$ cat config.mk
export PLATFORM = sky130hd
export DESIGN_NAME = rtc_periodic_gen
export DESIGN_NICKNAME = d
export VERILOG_FILES = /design/src/rtl/rtc_pkg.sv /design/src/rtl/rtc_ctrl_regs.sv /design/src/rtl/rtc_rate_div.sv /design/src/rtl/rtc_sqw_out.sv /design/src/rtl/rtc_periodic_gen.sv
export SDC_FILE = /design/constraint.sdc
export NUM_CORES = 1
export LEC_CHECK = 0
export BUFFER_PORTS_ARGS = -buffer_cell sky130_fd_sc_hd__buf_2
export CAP_MARGIN = 5
export CORE_MARGIN = 8
export CORE_UTILIZATION = 50
export DETAILED_ROUTE_END_ITERATION = 7
export PLACE_DENSITY = 0.69
export RECOVER_POWER = 100
export SLEW_MARGIN = 20
export SYNTH_ARGS = -nofsm -noshare
export SYNTH_HDL_FRONTEND = slang
export SYNTH_SLANG_ARGS = --single-unit
$ cat constraint.sdc
create_clock -name clk_i -period 4.53 [get_ports clk_i]
set_input_delay 0.453 -clock clk_i [delete_from_list [all_inputs] [get_ports clk_i]]
set_output_delay 0.453 -clock clk_i [all_outputs]
set_load 0.1 [all_outputs]
$ cat src/rtl/rtc_pkg.sv
package rtc_pkg;

  typedef enum logic [1:0] {
    RSEL_RATE   = 2'd0,
    RSEL_ENABLE = 2'd1,
    RSEL_STATUS = 2'd2,
    RSEL_NONE   = 2'd3
  } rsel_e;

  // enable register bit positions
  localparam int unsigned EN_PERIODIC_BIT = 6;
  localparam int unsigned EN_SQUARE_BIT   = 3;

  // status register bit positions
  localparam int unsigned ST_REQ_BIT    = 7;
  localparam int unsigned ST_PERIOD_BIT = 6;

  localparam logic [7:0] RATE_REG_RST   = 8'h26;
  localparam logic [7:0] ENABLE_REG_RST = 8'h02;
  localparam logic [7:0] STATUS_REG_RST = 8'h00;
  localparam logic [7:0] STATUS_SET_MASK =
    (8'h01 << ST_REQ_BIT) | (8'h01 << ST_PERIOD_BIT);

endpackage

$ cat src/rtl/rtc_ctrl_regs.sv
module rtc_ctrl_regs
  import rtc_pkg::*;
#(
  parameter int unsigned DATA_W = 8
) (
  input  logic              clk,
  input  logic              rst_n,
  input  logic              acc_en,
  input  logic              acc_we,
  input  logic [1:0]        acc_addr,
  input  logic [DATA_W-1:0] acc_wdata,
  output logic [DATA_W-1:0] acc_rdata,
  input  logic              expire,
  output logic [DATA_W-1:0] rate_reg,
  output logic [DATA_W-1:0] enable_reg,
  output logic [DATA_W-1:0] status_reg,
  output logic              wr_rate,
  output logic              rd_status,
  output logic              wr_status
);

  rsel_e             sel;
  logic              wr_enable;
  logic              set_flags;
  logic [DATA_W-1:0] rate_q, rate_d;
  logic [DATA_W-1:0] enable_q, enable_d;
  logic [DATA_W-1:0] status_q, status_d;

  // access decode
  always_comb begin
    sel       = rsel_e'(acc_addr);
    wr_rate   = acc_en && acc_we  && (sel == RSEL_RATE);
    wr_enable = acc_en && acc_we  && (sel == RSEL_ENABLE);
    wr_status = acc_en && acc_we  && (sel == RSEL_STATUS);
    rd_status = acc_en && !acc_we && (sel == RSEL_STATUS);
    set_flags = expire && enable_q[EN_PERIODIC_BIT];
  end

  // next state
  always_comb begin
    rate_d   = rate_q;
    enable_d = enable_q;
    status_d = status_q;
    if (wr_rate)   rate_d   = acc_wdata;
    if (wr_enable) enable_d = acc_wdata;
    // status ignores writes; read clears; a new event wins over the clear
    if (rd_status) status_d = '0;
    if (set_flags) status_d = status_d | DATA_W'(STATUS_SET_MASK);
  end

  always_ff @(posedge clk or negedge rst_n) begin
    if (!rst_n) begin
      rate_q   <= DATA_W'(RATE_REG_RST);
      enable_q <= DATA_W'(ENABLE_REG_RST);
      status_q <= DATA_W'(STATUS_REG_RST);
    end else begin
      rate_q   <= rate_d;
      enable_q <= enable_d;
      status_q <= status_d;
    end
  end

  // read mux
  always_comb begin
    unique case (sel)
      RSEL_RATE:   acc_rdata = rate_q;
      RSEL_ENABLE: acc_rdata = enable_q;
      RSEL_STATUS: acc_rdata = status_q;
      default:     acc_rdata = '0;
    endcase
  end

  assign rate_reg   = rate_q;
  assign enable_reg = enable_q;
  assign status_reg = status_q;

endmodule

$ cat src/rtl/rtc_rate_div.sv
module rtc_rate_div #(
  parameter int unsigned RATE_W = 4,
  parameter int unsigned DIV_W  = (1 << RATE_W) - 2
) (
  input  logic              clk,
  input  logic              rst_n,
  input  logic              tick,
  input  logic [RATE_W-1:0] rate,
  input  logic              run,
  input  logic              restart,
  output logic              half_evt,
  output logic              full_evt,
  output logic [DIV_W-1:0]  cnt_o
);

  logic [RATE_W-1:0] rate_eff;
  logic [DIV_W:0]    one_hot_period;
  logic [DIV_W-1:0]  period_m1;
  logic [DIV_W-1:0]  half_m1;
  logic [DIV_W-1:0]  cnt_q, cnt_d;
  logic              step;

  // fold the two fastest codes onto the slow end, then form the tap limits
  always_comb begin
    if ((rate != '0) && (rate <= RATE_W'(2))) rate_eff = rate + RATE_W'(7);
    else                                      rate_eff = rate;
    one_hot_period = {{DIV_W{1'b0}}, 1'b1} << (rate_eff - RATE_W'(1));
    period_m1      = one_hot_period[DIV_W-1:0] - DIV_W'(1);
    half_m1        = one_hot_period[DIV_W:1] - DIV_W'(1);
  end

  always_comb begin
    step     = tick && run && !restart;
    full_evt = step && (cnt_q == period_m1);
    half_evt = step && (cnt_q == half_m1);
    cnt_d    = cnt_q;
    if (restart || !run) cnt_d = '0;
    else if (full_evt)   cnt_d = '0;
    else if (step)       cnt_d = cnt_q + DIV_W'(1);
  end

  always_ff @(posedge clk or negedge rst_n) begin
    if (!rst_n) cnt_q <= '0;
    else        cnt_q <= cnt_d;
  end

  assign cnt_o = cnt_q;

endmodule

$ cat src/rtl/rtc_sqw_out.sv
module rtc_sqw_out (
  input  logic clk,
  input  logic rst_n,
  input  logic en,
  input  logic restart,
  input  logic half_evt,
  input  logic full_evt,
  output logic sqw
);

  logic sqw_q, sqw_d;

  always_comb begin
    sqw_d = sqw_q;
    if (!en || restart)         sqw_d = 1'b0;
    else if (half_evt || full_evt) sqw_d = !sqw_q;
  end

  always_ff @(posedge clk or negedge rst_n) begin
    if (!rst_n) sqw_q <= 1'b0;
    else        sqw_q <= sqw_d;
  end

  assign sqw = sqw_q;

endmodule

$ cat src/rtl/rtc_periodic_gen.sv
module rtc_periodic_gen
  import rtc_pkg::*;
#(
  parameter int unsigned RATE_W = 4,
  parameter int unsigned DATA_W = 8
) (
  input  logic              clk_i,
  input  logic              rst_ni,
  input  logic              tick_i,
  input  logic              acc_en_i,
  input  logic              acc_we_i,
  input  logic [1:0]        acc_addr_i,
  input  logic [DATA_W-1:0] acc_wdata_i,
  output logic [DATA_W-1:0] acc_rdata_o,
  output logic              irq_o,
  output logic              sqw_o
);

  localparam int unsigned DIV_W = (1 << RATE_W) - 2;

  logic              rst_meta_q, rst_sync_q;
  logic [DATA_W-1:0] rate_reg, enable_reg, status_reg;
  logic              wr_rate, rd_status, wr_status;
  logic [RATE_W-1:0] rate_code;
  logic              pie, sqwe, run, sqw_en;
  logic              half_evt, full_evt;
  logic [DIV_W-1:0]  cnt;

  // asynchronous assert, synchronous release
  always_ff @(posedge clk_i or negedge rst_ni) begin
    if (!rst_ni) begin
      rst_meta_q <= 1'b0;
      rst_sync_q <= 1'b0;
    end else begin
      rst_meta_q <= 1'b1;
      rst_sync_q <= rst_meta_q;
    end
  end

  rtc_ctrl_regs #(.DATA_W(DATA_W)) u_regs (
    .clk        (clk_i),
    .rst_n      (rst_sync_q),
    .acc_en     (acc_en_i),
    .acc_we     (acc_we_i),
    .acc_addr   (acc_addr_i),
    .acc_wdata  (acc_wdata_i),
    .acc_rdata  (acc_rdata_o),
    .expire     (full_evt),
    .rate_reg   (rate_reg),
    .enable_reg (enable_reg),
    .status_reg (status_reg),
    .wr_rate    (wr_rate),
    .rd_status  (rd_status),
    .wr_status  (wr_status)
  );

  always_comb begin
    rate_code = rate_reg[RATE_W-1:0];
    pie       = enable_reg[EN_PERIODIC_BIT];
    sqwe      = enable_reg[EN_SQUARE_BIT];
    run       = (rate_code != '0) && (pie || sqwe);
    sqw_en    = (rate_code != '0) && sqwe;
  end

  rtc_rate_div #(.RATE_W(RATE_W), .DIV_W(DIV_W)) u_div (
    .clk      (clk_i),
    .rst_n    (rst_sync_q),
    .tick     (tick_i),
    .rate     (rate_code),
    .run      (run),
    .restart  (wr_rate),
    .half_evt (half_evt),
    .full_evt (full_evt),
    .cnt_o    (cnt)
  );

  rtc_sqw_out u_sqw (
    .clk      (clk_i),
    .rst_n    (rst_sync_q),
    .en       (sqw_en),
    .restart  (wr_rate),
    .half_evt (half_evt),
    .full_evt (full_evt),
    .sqw      (sqw_o)
  );

  assign irq_o = status_reg[ST_REQ_BIT];

endmodule

==> results of run 1 <==
==> layout make-up <==
class                   count  area, sq um  share of cell area (%)
repair buffers             38          205                    6.46
clock buffers               7         86.3                    2.72
inverters                   7         26.3                   0.828
clock inverters             1         5.00                   0.158
multi-input cells         277         1910                    60.0
flip-flops and latches     34          856                    27.0
well taps                  72         90.1                    2.84
==> kinds of logic (layout without fill, tap and decap cells) <==
| family | count (synthesis) | in the layout |
|---|---|---|
| AO/OA/AOI/OAI | 80 | 80 |
| XOR/XNOR | 31 | 31 |
| adder cells (fa/ha/maj) | 5 | 5 |
| buffers and inverters | 37 | 53 |
| flip-flops | 34 | 34 |
| multiplexers | 26 | 26 |
| other | 1 | 1 |
| AND/OR/NAND/NOR | 134 | 134 |
==> cell usage in the layout, fill, tap and decap left out, types with 4 or more instances in the layout <==
cell	Yosys	layout
xor2_1	18	18
or2_2	4	4
nor4_1	4	4
buf_2	2	12
nor2_1	36	36
mux2_2	16	16
nand3_1	11	11
ha_1	5	4
o22ai_1	4	4
dfrtp_1	30	30
clkbuf_1	25	15
a211oi_1	4	4
nand2b_1	6	6
buf_4	1	11
and3_1	4	4
nand2_1	24	23
inv_1	7	7
a21oi_1	17	17
mux2i_1	10	10
clkbuf_8	0	6
xnor2_1	13	13
dfstp_2	4	4
nand4_1	5	5
nor3_1	13	11
o21ai_0	15	15
nor2b_1	4	4
==> metal layers <==
metal  track usage (%)  vias up  wire length (um)
met5                 0        -                 0
met4              8.46        0               178
met3              2.61       17               549
met2              28.8      101              3590
met1              23.8     1271              3420
li1                  -     1299                 -
==> worst paths after layout <==
path                            cells past startpoint                from        endpoint
worst min-delay path                                0          rst_sync_q  u_div.cnt_o[6]
max in group asynchronous                           1          rst_sync_q       u_sqw.sqw
worst max-delay path                               14  u_regs.rate_reg[1]       u_sqw.sqw
worst max register to register                     14  u_regs.rate_reg[1]       u_sqw.sqw
worst min register to register                      0          rst_sync_q  u_div.cnt_o[6]
min in group clk_i                                  0          rst_meta_q      rst_sync_q
==> stage by stage <==
step                cell area, sq um  utilization, %  setup WS (ns)
finish                          3170            57.3          0.276
detailed placement              3070            55.4         0.0844
global route                    3170            57.3        0.00140
global placement                3070            55.4          0.175
CTS                             3170            57.3         0.0706
floorplan                       2900               -         0.0779
==> power groups by stage <==
| stage | logic [W] | clock network (W) | registers (W) |
|---|---|---|---|
| floorplan | 0.000601 | 0 | 0.000377 |
| global placement | 0.000753 | 0 | 0.000389 |
| detailed placement | 0.000746 | 0 | 0.000392 |
| CTS | 0.000751 | 0.000230 | 0.000387 |
| global route | 0.000827 | 0.000246 | 0.000392 |
| finish | 0.000768 | 0.000225 | 0.000387 |
==> timing repair <==
item	in CTS	in global routing
hold buffers	1	0
hold endpoints to repair	2	0
setup buffers	0	2
setup endpoints to repair	0	16
gates resized for setup	0	4
==> run metrics, run 1 <==
Crit path largest cell delay between 0.5 and 0.6 ns; initial core utilization between 50% and 60%; Synth Area in Adders between 2 and 2.5%; maximum buffer depth of the clock tree 2; Clk network pwr share between 10% and 20%; Root Buffer clkbuf_8; CP arrival around 4.4 ns; Finished Layout Cells between 400 and 500; largest net degree at the start of global routing 25; GR Overflow Total 0; Post-Syn Nets around 370; Crit Path Max Fanout 12; final setup fails 0; area grow syn2layout 9.49%; die width 92.1 um; mux share of post-synthesis cell area 9.67%; clock skew 0.00881 ns; Ant. Diodes 0; PD cells ~430 mW/mm^2; synth warn 0; Residual DRC 0; cell taking the most area after synthesis dfrtp_1; post-synth top area share ~26%; Wirelength per Cell roughly 18 um; Max-Cap Viols 0; total track usage about 18%; number of flip-flops under the largest register name 14; post-route ant nets 0; drt first pass iters 4; Post-Syn Instances between 300 and 400; Commonest cells post-synth nor2_1, dfrtp_1, clkbuf_1, nand2_1, xor2_1; Placed Instances between 400 and 500; Hold Fails Final Rpt 0; Worst Hold Class reg2async; fill count around 530; core area roughly 0.0055 sq mm; final total power between 0.001 and 0.0015 W; Synth Area in Simple Gates 24.3%; PortBufs 24; final hold slack roughly 0.22 ns; RePlAce Congestion ~1.1; cell chain of the critical path inv_1 > ha_1 > or3_1 > o22ai_1 > buf_4 > nand3_1 > ha_2 > nor2b_1 > o211a_1 > or4_4 > a2111oi_4 > nand4_2 > a21oi_1 > and4b_1; number of flops mapped to enable cells by yosys 0; Worst path top cell family by delay simple AND/OR/NAND/NOR gates; drt via density ~6.2; critical path class reg2reg; initial antenna violation count 0; initial drt markers ~200; fin. max-slew vios 0; # IOs 25; Avg Cell Area, Syn about 8.3 sq um; flops & latches, synth 34; die area about 0.0085 sq mm; vias in the first global route between 2000 and 3000; complex-gate fraction of the synthesized area about 20%; CP Buf/Inv Count 2; Fmax ~0.24 GHz; hpwl dp 5820 um; outcome finished clean; clk sinks 34; most frequent cell after synthesis nor2_1; Worst Max-Slew Pin Slew between 1 and 1.5 ns; setup_tns 0 ns; TritonCTS clock tree yes; Area contributors post-synth dfrtp_1, mux2_2, xor2_1; Skew-Pair Late Insertion Delay between 0.2 and 0.3 ns; Num CTS Buffers 5; Max VDD drop around 0.0003 V; Reg power frac between 20% and 30%; CTS H-Tree Depth 2; Gate power share approximately 56%; Sw Ratio between 40% and 50%; layout cells sized above 1 17.0%; P_leak 1.31 nW; worst path required time 4.69 ns; DR vias 2688; Mapped Area between 0.002 and 0.003 sq mm; Max-slew headroom between 20% and 30%; ys async rst share 100%; startpoint types flop; die height about 92 um; Post-Synth XOR/XNOR Area 9.37%; Top FF cell, synth dfrtp_1; Crit-path slowest cell dfstp_2; Final nets approximately 380; largest family of logic cells by synthesized area simple AND/OR/NAND/NOR gates; clock transition at the registers of the reported paths around 0.07 ns; Routed WL roughly 7700 um; Final min period 4.25 ns; P_sw 0.000627 W; fin crit share 93.9%; R2R Setup Slk roughly 0.28 ns; synth unique cells 66; Int Power 0.000753 W; Site Rows 27; RSZ-0062 raised after global routing no; sequential fraction of the synthesis area 29.5%; CP Capture Type flop; global-route wire length before repair approximately 13000 um
Power figures use the tool's default switching activity.
==> inputs of run 2 (changes only) <==
--- a/config.mk
+++ b/config.mk
@@ -9,6 +9,7 @@
 export CAP_MARGIN = 5
 export CORE_MARGIN = 8
 export CORE_UTILIZATION = 50
+export CTS_BUF_LIST = sky130_fd_sc_hd__clkbuf_16
 export DETAILED_ROUTE_END_ITERATION = 7
 export PLACE_DENSITY = 0.69
 export RECOVER_POWER = 100
==> run 2 against run 1 <==
Non-clock buffer count is the same. Largest cell class unchanged. Global-route usage grew 0.15 points. Wire length grew 0.69%. Fmax shrank 0.42%. Die area is the same. Critical path depth is the same.
==> run metrics, run 2 (synthesis gave the netlist of run 1 again) <==
final total power 0.00147 W (was 0.00138 W); Fmax 0.234 GHz (was 0.235 GHz); setup_tns 0 ns (unchanged); Crit path largest cell delay 0.52 ns (was 0.53 ns); # IOs 25 (unchanged); CP arrival 4.42 ns (was 4.41 ns); cell chain of the critical path inv_1 > ha_1 > or3_1 > o22ai_1 > buf_4 > nand3_1 > ha_2 > nor2b_1 > o211a_1 > or4_4 > a2111oi_4 > nand4_2 > a21oi_1 > and4b_1 (unchanged); fill count 516 (was 526); CTS H-Tree Depth 2 (unchanged); CP Capture Type flop (unchanged); startpoint types flop (unchanged); register area 856 sq um (unchanged); PD cells 456 mW/mm^2 (was 435 mW/mm^2); largest net degree at the start of global routing 25 (unchanged); die height 92.1 um (unchanged); Num CTS Buffers 5 (unchanged); maximum buffer depth of the clock tree 2 (unchanged); number of flip-flops under the largest register name 14 (unchanged); Worst Hold Class reg2async (unchanged); initial core utilization 52.3% (unchanged); clk sinks 34 (unchanged); Final nets 383 (unchanged); drt first pass iters 4 (unchanged); post-route ant nets 0 (unchanged); fin. max-slew vios 0 (unchanged); global-route wire length before repair 12800 um (about the same); Routed WL 7790 um (was 7730 um); TritonCTS clock tree yes (unchanged); pre-CTS WS 0.0844 ns (unchanged); setup slack after layout 0.258 ns (was 0.276 ns); RSZ-0062 raised after global routing no (unchanged); die area 0.00849 sq mm (unchanged); Site Rows 27 (unchanged); R2R Setup Slk 0.26 ns (was 0.28 ns); clock skew 0.00571 ns (was 0.00881 ns); outcome finished clean (unchanged); drt via density 6.23 (was 6.17); Final min period 4.27 ns (was 4.25 ns); Reg2Reg Capture Point u_sqw.sqw (unchanged); Residual DRC 0 (unchanged); PortBufs 24 (unchanged); area grow syn2layout 11.1% (was 9.49%); critical path class reg2reg (unchanged); clock transition at the registers of the reported paths 0.05 ns (was 0.07 ns); Skew-Pair Late Insertion Delay 0.27 ns (was 0.28 ns); fin crit share 94.3% (was 93.9%); initial antenna violation count 0 (unchanged); worst path required time 4.68 ns (was 4.69 ns); Ant. Diodes 0 (unchanged); vias in the first global route 2622 (was 2625); Hold Fails Final Rpt 0 (unchanged); core area 0.00554 sq mm (unchanged); met1 Use GR 23.9% (was 23.8%); P_leak 1.34 nW (was 1.31 nW); RePlAce Congestion 1.08 (unchanged); worst r2r path cells 14 (unchanged); Crit Path Max Fanout 12 (unchanged); commonest non-fill, non-tap cell in the layout nor2_1 (unchanged); final setup fails 0 (unchanged); GR Overflow Total 0 (unchanged); Max VDD drop 0.000381 V (was 0.000300 V); Crit-path slowest cell dfstp_2 (unchanged); die width 92.1 um (unchanged); most frequent cells in the layout nor2_1, dfrtp_1, nand2_1 (unchanged); hpwl dp 5820 um (unchanged); Worst Max-Slew Pin Slew 1.18 ns (about the same); met2 usage 29.0% (was 28.8%); RR Startpoint u_regs.rate_reg[1] (unchanged); total track usage 18.3% (was 18.2%); DR vias 2717 (was 2688); Wirelength per Cell 17.9 um (was 17.7 um); layout cells sized above 1 16.8% (was 17.0%); Max-slew headroom 21.5% (about the same); Root Buffer clkbuf_16 (was clkbuf_8); area of the multi-input gates 0.00191 sq mm (unchanged); Max-Cap Viols 0 (unchanged); GR Util met3 3.10% (was 2.61%); initial drt markers 198 (was 201); GR peak layer met2 (unchanged)
-- run 2: what timing repair did --
action / in CTS / in global routing
buffers inserted: 0 / 2
endpoints found under the setup margin: 0 / 16
hold endpoints to repair: 2 / 0
resized for setup: 0 / 4
hold buffers: 1 / 0
-- run 2: worst max-delay path, delay by kind of cell, from the launching register on --
kind	cells	cell delay [ns]
compound gates	4	1.00
fa+ha+maj	2	0.53
buf+inv	2	0.31
flops	1	0.52
simple gates	6	1.77
-- run 2: per-layer routing --
layer | share of wire, % | vias to the layer above
met1 | 45 | 1286
met3 | 5.7 | 23
met4 | 2.9 | 0
met5 | 0 | -
met2 | 46 | 109
li1 | - | 1299
-- run 2: final cells by class --
| cell class | instances | area share (%) |
|---|---|---|
| multi-input combinational | 277 | 59.2 |
| tap | 72 | 2.80 |
| timing repair buffer | 38 | 6.37 |
| clock buffer | 5 | 3.89 |
| sequential | 34 | 26.6 |
| inverter | 7 | 0.816 |
| clock inverter | 3 | 0.389 |
-- run 2: worst max-delay path by stage --
stage,startpoint,to,slack (ns),cells after the start
3_3_place_gp,u_regs.rate_reg[1],u_div.cnt_o[10],0.17,15
3_5_place_dp,u_regs.rate_reg[1],u_div.cnt_o[11],0.08,13
5_1_grt,u_regs.rate_reg[1],u_div.cnt_o[11],0.005,15
2_1_floorplan,u_regs.rate_reg[0],u_sqw.sqw,0.08,18
6_report,u_regs.rate_reg[1],u_sqw.sqw,0.26,14
4_1_cts,u_regs.rate_reg[1],u_div.cnt_o[11],0.07,13
-- run 2: per-stage QoR --
stage	utilization, %	instances	hold WS (ns)	area (sq um)
final	58.1	436	0.218	3220
after floorplan	-	348	0.157	2900
after detailed placement	55.4	425	0.233	3070
after global placement	55.4	425	0.237	3070
after global routing	58.1	436	0.265	3220
after CTS	58.1	434	0.234	3220
-- run 2: power by group --
| group | switching, W | internal, W |
|---|---|---|
| Sequential | 0.0000398 | 0.000348 |
| Clock | 0.000114 | 0.000198 |
| Combinational | 0.000486 | 0.000283 |
==> inputs of run 3 (changes only) <==
--- a/config.mk
+++ b/config.mk
@@ -7,11 +7,14 @@
 export LEC_CHECK = 0
 export BUFFER_PORTS_ARGS = -buffer_cell sky130_fd_sc_hd__buf_2
 export CAP_MARGIN = 5
+export CELL_PAD_IN_SITES_DETAIL_PLACEMENT = 2
+export CELL_PAD_IN_SITES_GLOBAL_PLACEMENT = 2
 export CORE_MARGIN = 8
-export CORE_UTILIZATION = 50
+export CORE_UTILIZATION = 39
 export CTS_BUF_LIST = sky130_fd_sc_hd__clkbuf_16
 export DETAILED_ROUTE_END_ITERATION = 7
-export PLACE_DENSITY = 0.69
+export MAX_ROUTING_LAYER = met4
+export PLACE_DENSITY_LB_ADDON = 0.1
 export RECOVER_POWER = 100
 export SLEW_MARGIN = 20
 export SYNTH_ARGS = -nofsm -noshare
==> run 3 against run 2 <==
The flow now finishes with violations (max-capacitance violations, max-slew violations). Clock power is 22% higher. Design area is 3.4% higher. Die area is 23% higher. Fmax is 0.26% higher. Combinational power is 9.1% higher. Sequential power is 2% higher. Core utilization is 12 points lower. Wire length is 39% higher. Sequential cell count stayed put. Via count is 3.7% higher. Count of clock-buffer cells in the layout stayed put. First-iteration DRC count is 44% lower. Largest power group unchanged. Highest routed layer unchanged.
==> run metrics, run 3 (synthesis gave the netlist of run 1 again) <==
outcome finished, violations left (was finished clean); failing checks max-capacitance violations, max-slew violations; die width 102 um (was 92.1 um); clock transition at the registers of the reported paths 0.05 ns (about the same); Final min period 4.26 ns (was 4.27 ns); Wirelength per Cell 23.2 um (was 17.9 um); P_leak 1.34 nW (about the same); layout cells sized above 1 18.8% (was 16.8%); GR Util met3 4.56% (was 3.10%); final hold slack 0.362 ns (was 0.218 ns); drt via density 6.05 (was 6.23); met1 Use GR 26.7% (was 23.9%); die height 102 um (was 92.1 um); Skew-Pair Late Insertion Delay 0.28 ns (was 0.27 ns); Finished Layout Cells 466 (was 436); global-route wire length before repair 17300 um (was 12800 um); Num CTS Buffers 5 (unchanged); most frequent cells in the layout nor2_1, dfrtp_1, nand2_1 (unchanged); Hold Fails Final Rpt 0 (unchanged); vias in the first global route 3149 (was 2622); RePlAce Congestion 0.916 (was 1.08); maximum buffer depth of the clock tree 2 (unchanged); cell chain of the critical path inv_1 > ha_1 > or3_4 > o21a_1 > nor2_1 > nand3_2 > ha_2 > buf_2 > or2_2 > a21oi_2 > a21oi_1 > o22ai_1 > o21ai_1 > a2111oi_4 > nand4_4 > nand2_2 > nor2_1 (was inv_1 > ha_1 > or3_1 > o22ai_1 > buf_4 > nand3_1 > ha_2 > nor2b_1 > o211a_1 > or4_4 > a2111oi_4 > nand4_2 > a21oi_1 > and4b_1); drt first pass iters 4 (unchanged); # IOs 25 (unchanged); Top cell by count, worst path nor2_1; TritonCTS clock tree yes (unchanged); Routed WL 10800 um (was 7790 um); Crit path largest cell delay 0.53 ns (was 0.52 ns); Placed Instances 456 (was 425); die area 0.0104 sq mm (was 0.00849 sq mm); post-route ant nets 0 (unchanged); GR Overflow Total 0 (unchanged); initial core utilization 40.2% (was 52.3%); PortBufs 24 (unchanged); number of flip-flops under the largest register name 14 (unchanged); Crit-path slowest cell dfstp_2 (unchanged); Fmax 0.235 GHz (was 0.234 GHz); commonest non-fill, non-tap cell in the layout nor2_1 (unchanged); startpoint types flop (unchanged); Worst path top cell family by delay simple AND/OR/NAND/NOR gates (unchanged); initial drt markers 110 (was 198); clock skew 0.00429 ns (was 0.00571 ns); Worst Hold Class reg2reg (was reg2async); final setup fails 0 (unchanged); Ant. Diodes 0 (unchanged); GR peak layer met2 (unchanged); post-layout util 46.1% (was 58.1%); Worst Max-Slew Pin Slew 1.78 ns (was 1.18 ns); CP Buf/Inv Count 2 (unchanged); Max-Cap Viols 1 (was 0); met2 usage 35.5% (was 29.0%); final total power 0.00162 W (was 0.00147 W); Max-slew headroom -18.5% (was 21.5%); critical path class reg2reg (unchanged); clk sinks 34 (unchanged); area grow syn2layout 14.8% (was 11.1%); Max VDD drop 0.000216 V (was 0.000381 V); CTS H-Tree Depth 2 (unchanged); Final nets 386 (was 383); Crit Path Max Fanout 11 (was 12); largest net degree at the start of global routing 33 (was 25); CP Capture Type flop (unchanged); Site Rows 31 (was 27); total track usage 22.3% (was 18.3%); worst path required time 4.68 ns (about the same); hpwl dp 7830 um (was 5820 um); initial antenna violation count 0 (unchanged); fin crit share 94.1% (was 94.3%); DR vias 2818 (was 2717); fin. max-slew vios 33 (was 0); PD cells 485 mW/mm^2 (was 456 mW/mm^2); Residual DRC 0 (unchanged); Root Buffer clkbuf_16 (unchanged); CP arrival 4.41 ns (was 4.42 ns); core area 0.00721 sq mm (was 0.00554 sq mm)
run 3: what timing repair did:
action,CTS,global route
hold endpoints to repair,2,0
endpoints found under the setup margin,11,16
pin swaps,0,2
buffers inserted,0,1
hold buffers,1,0
resized for setup,1,10
run 3: power breakdown:
part           leakage (nW)  total (W)  switching, W  internal [W]
clock network        0.0812   0.000381      0.000124      0.000257
registers             0.432   0.000396     0.0000478      0.000348
logic                 0.824   0.000839      0.000546      0.000293
run 3: routing by layer:
layer / part of all wire (%) / up-vias
li1: - / 1298
met1: 44 / 1434
met2: 49 / 64
met3: 4.3 / 22
met4: 2.6 / 0
met5: 0 / -
run 3: area by class of cell:
class | count | area [sq um]
repair buffers | 41 | 225
clock inverters | 3 | 41.3
inverters | 7 | 26.3
clock buffers | 5 | 125
multi-input cells | 277 | 1930
flip-flops and latches | 34 | 856
fillers | 826 | 3880
well taps | 99 | 124
run 3: stage by stage:
stage	area [sq um]	worst slack, ns	setup TNS, ns
2_1_floorplan	2900	0.0779	0
6_report	3330	0.269	0
3_3_place_gp	3140	0.158	0
3_5_place_dp	3140	-0.0168	-0.0168
5_1_grt	3330	-0.0131	-0.0411
4_1_cts	3310	0.0589	0
run 3: worst paths after layout:
path	start	to	slack [ns]	depth (start not counted)
worst min register to register	rst_meta_q	rst_sync_q	0.36	0
max in group asynchronous	rst_sync_q	u_regs.rate_reg[0]	2.69	1
min in group asynchronous	rst_ni	rst_sync_q	0.50	2
worst max-delay path	u_regs.rate_reg[1]	u_div.cnt_o[10]	0.27	17
worst min-delay path	rst_meta_q	rst_sync_q	0.36	0
worst max register to register	u_regs.rate_reg[1]	u_div.cnt_o[10]	0.27	17
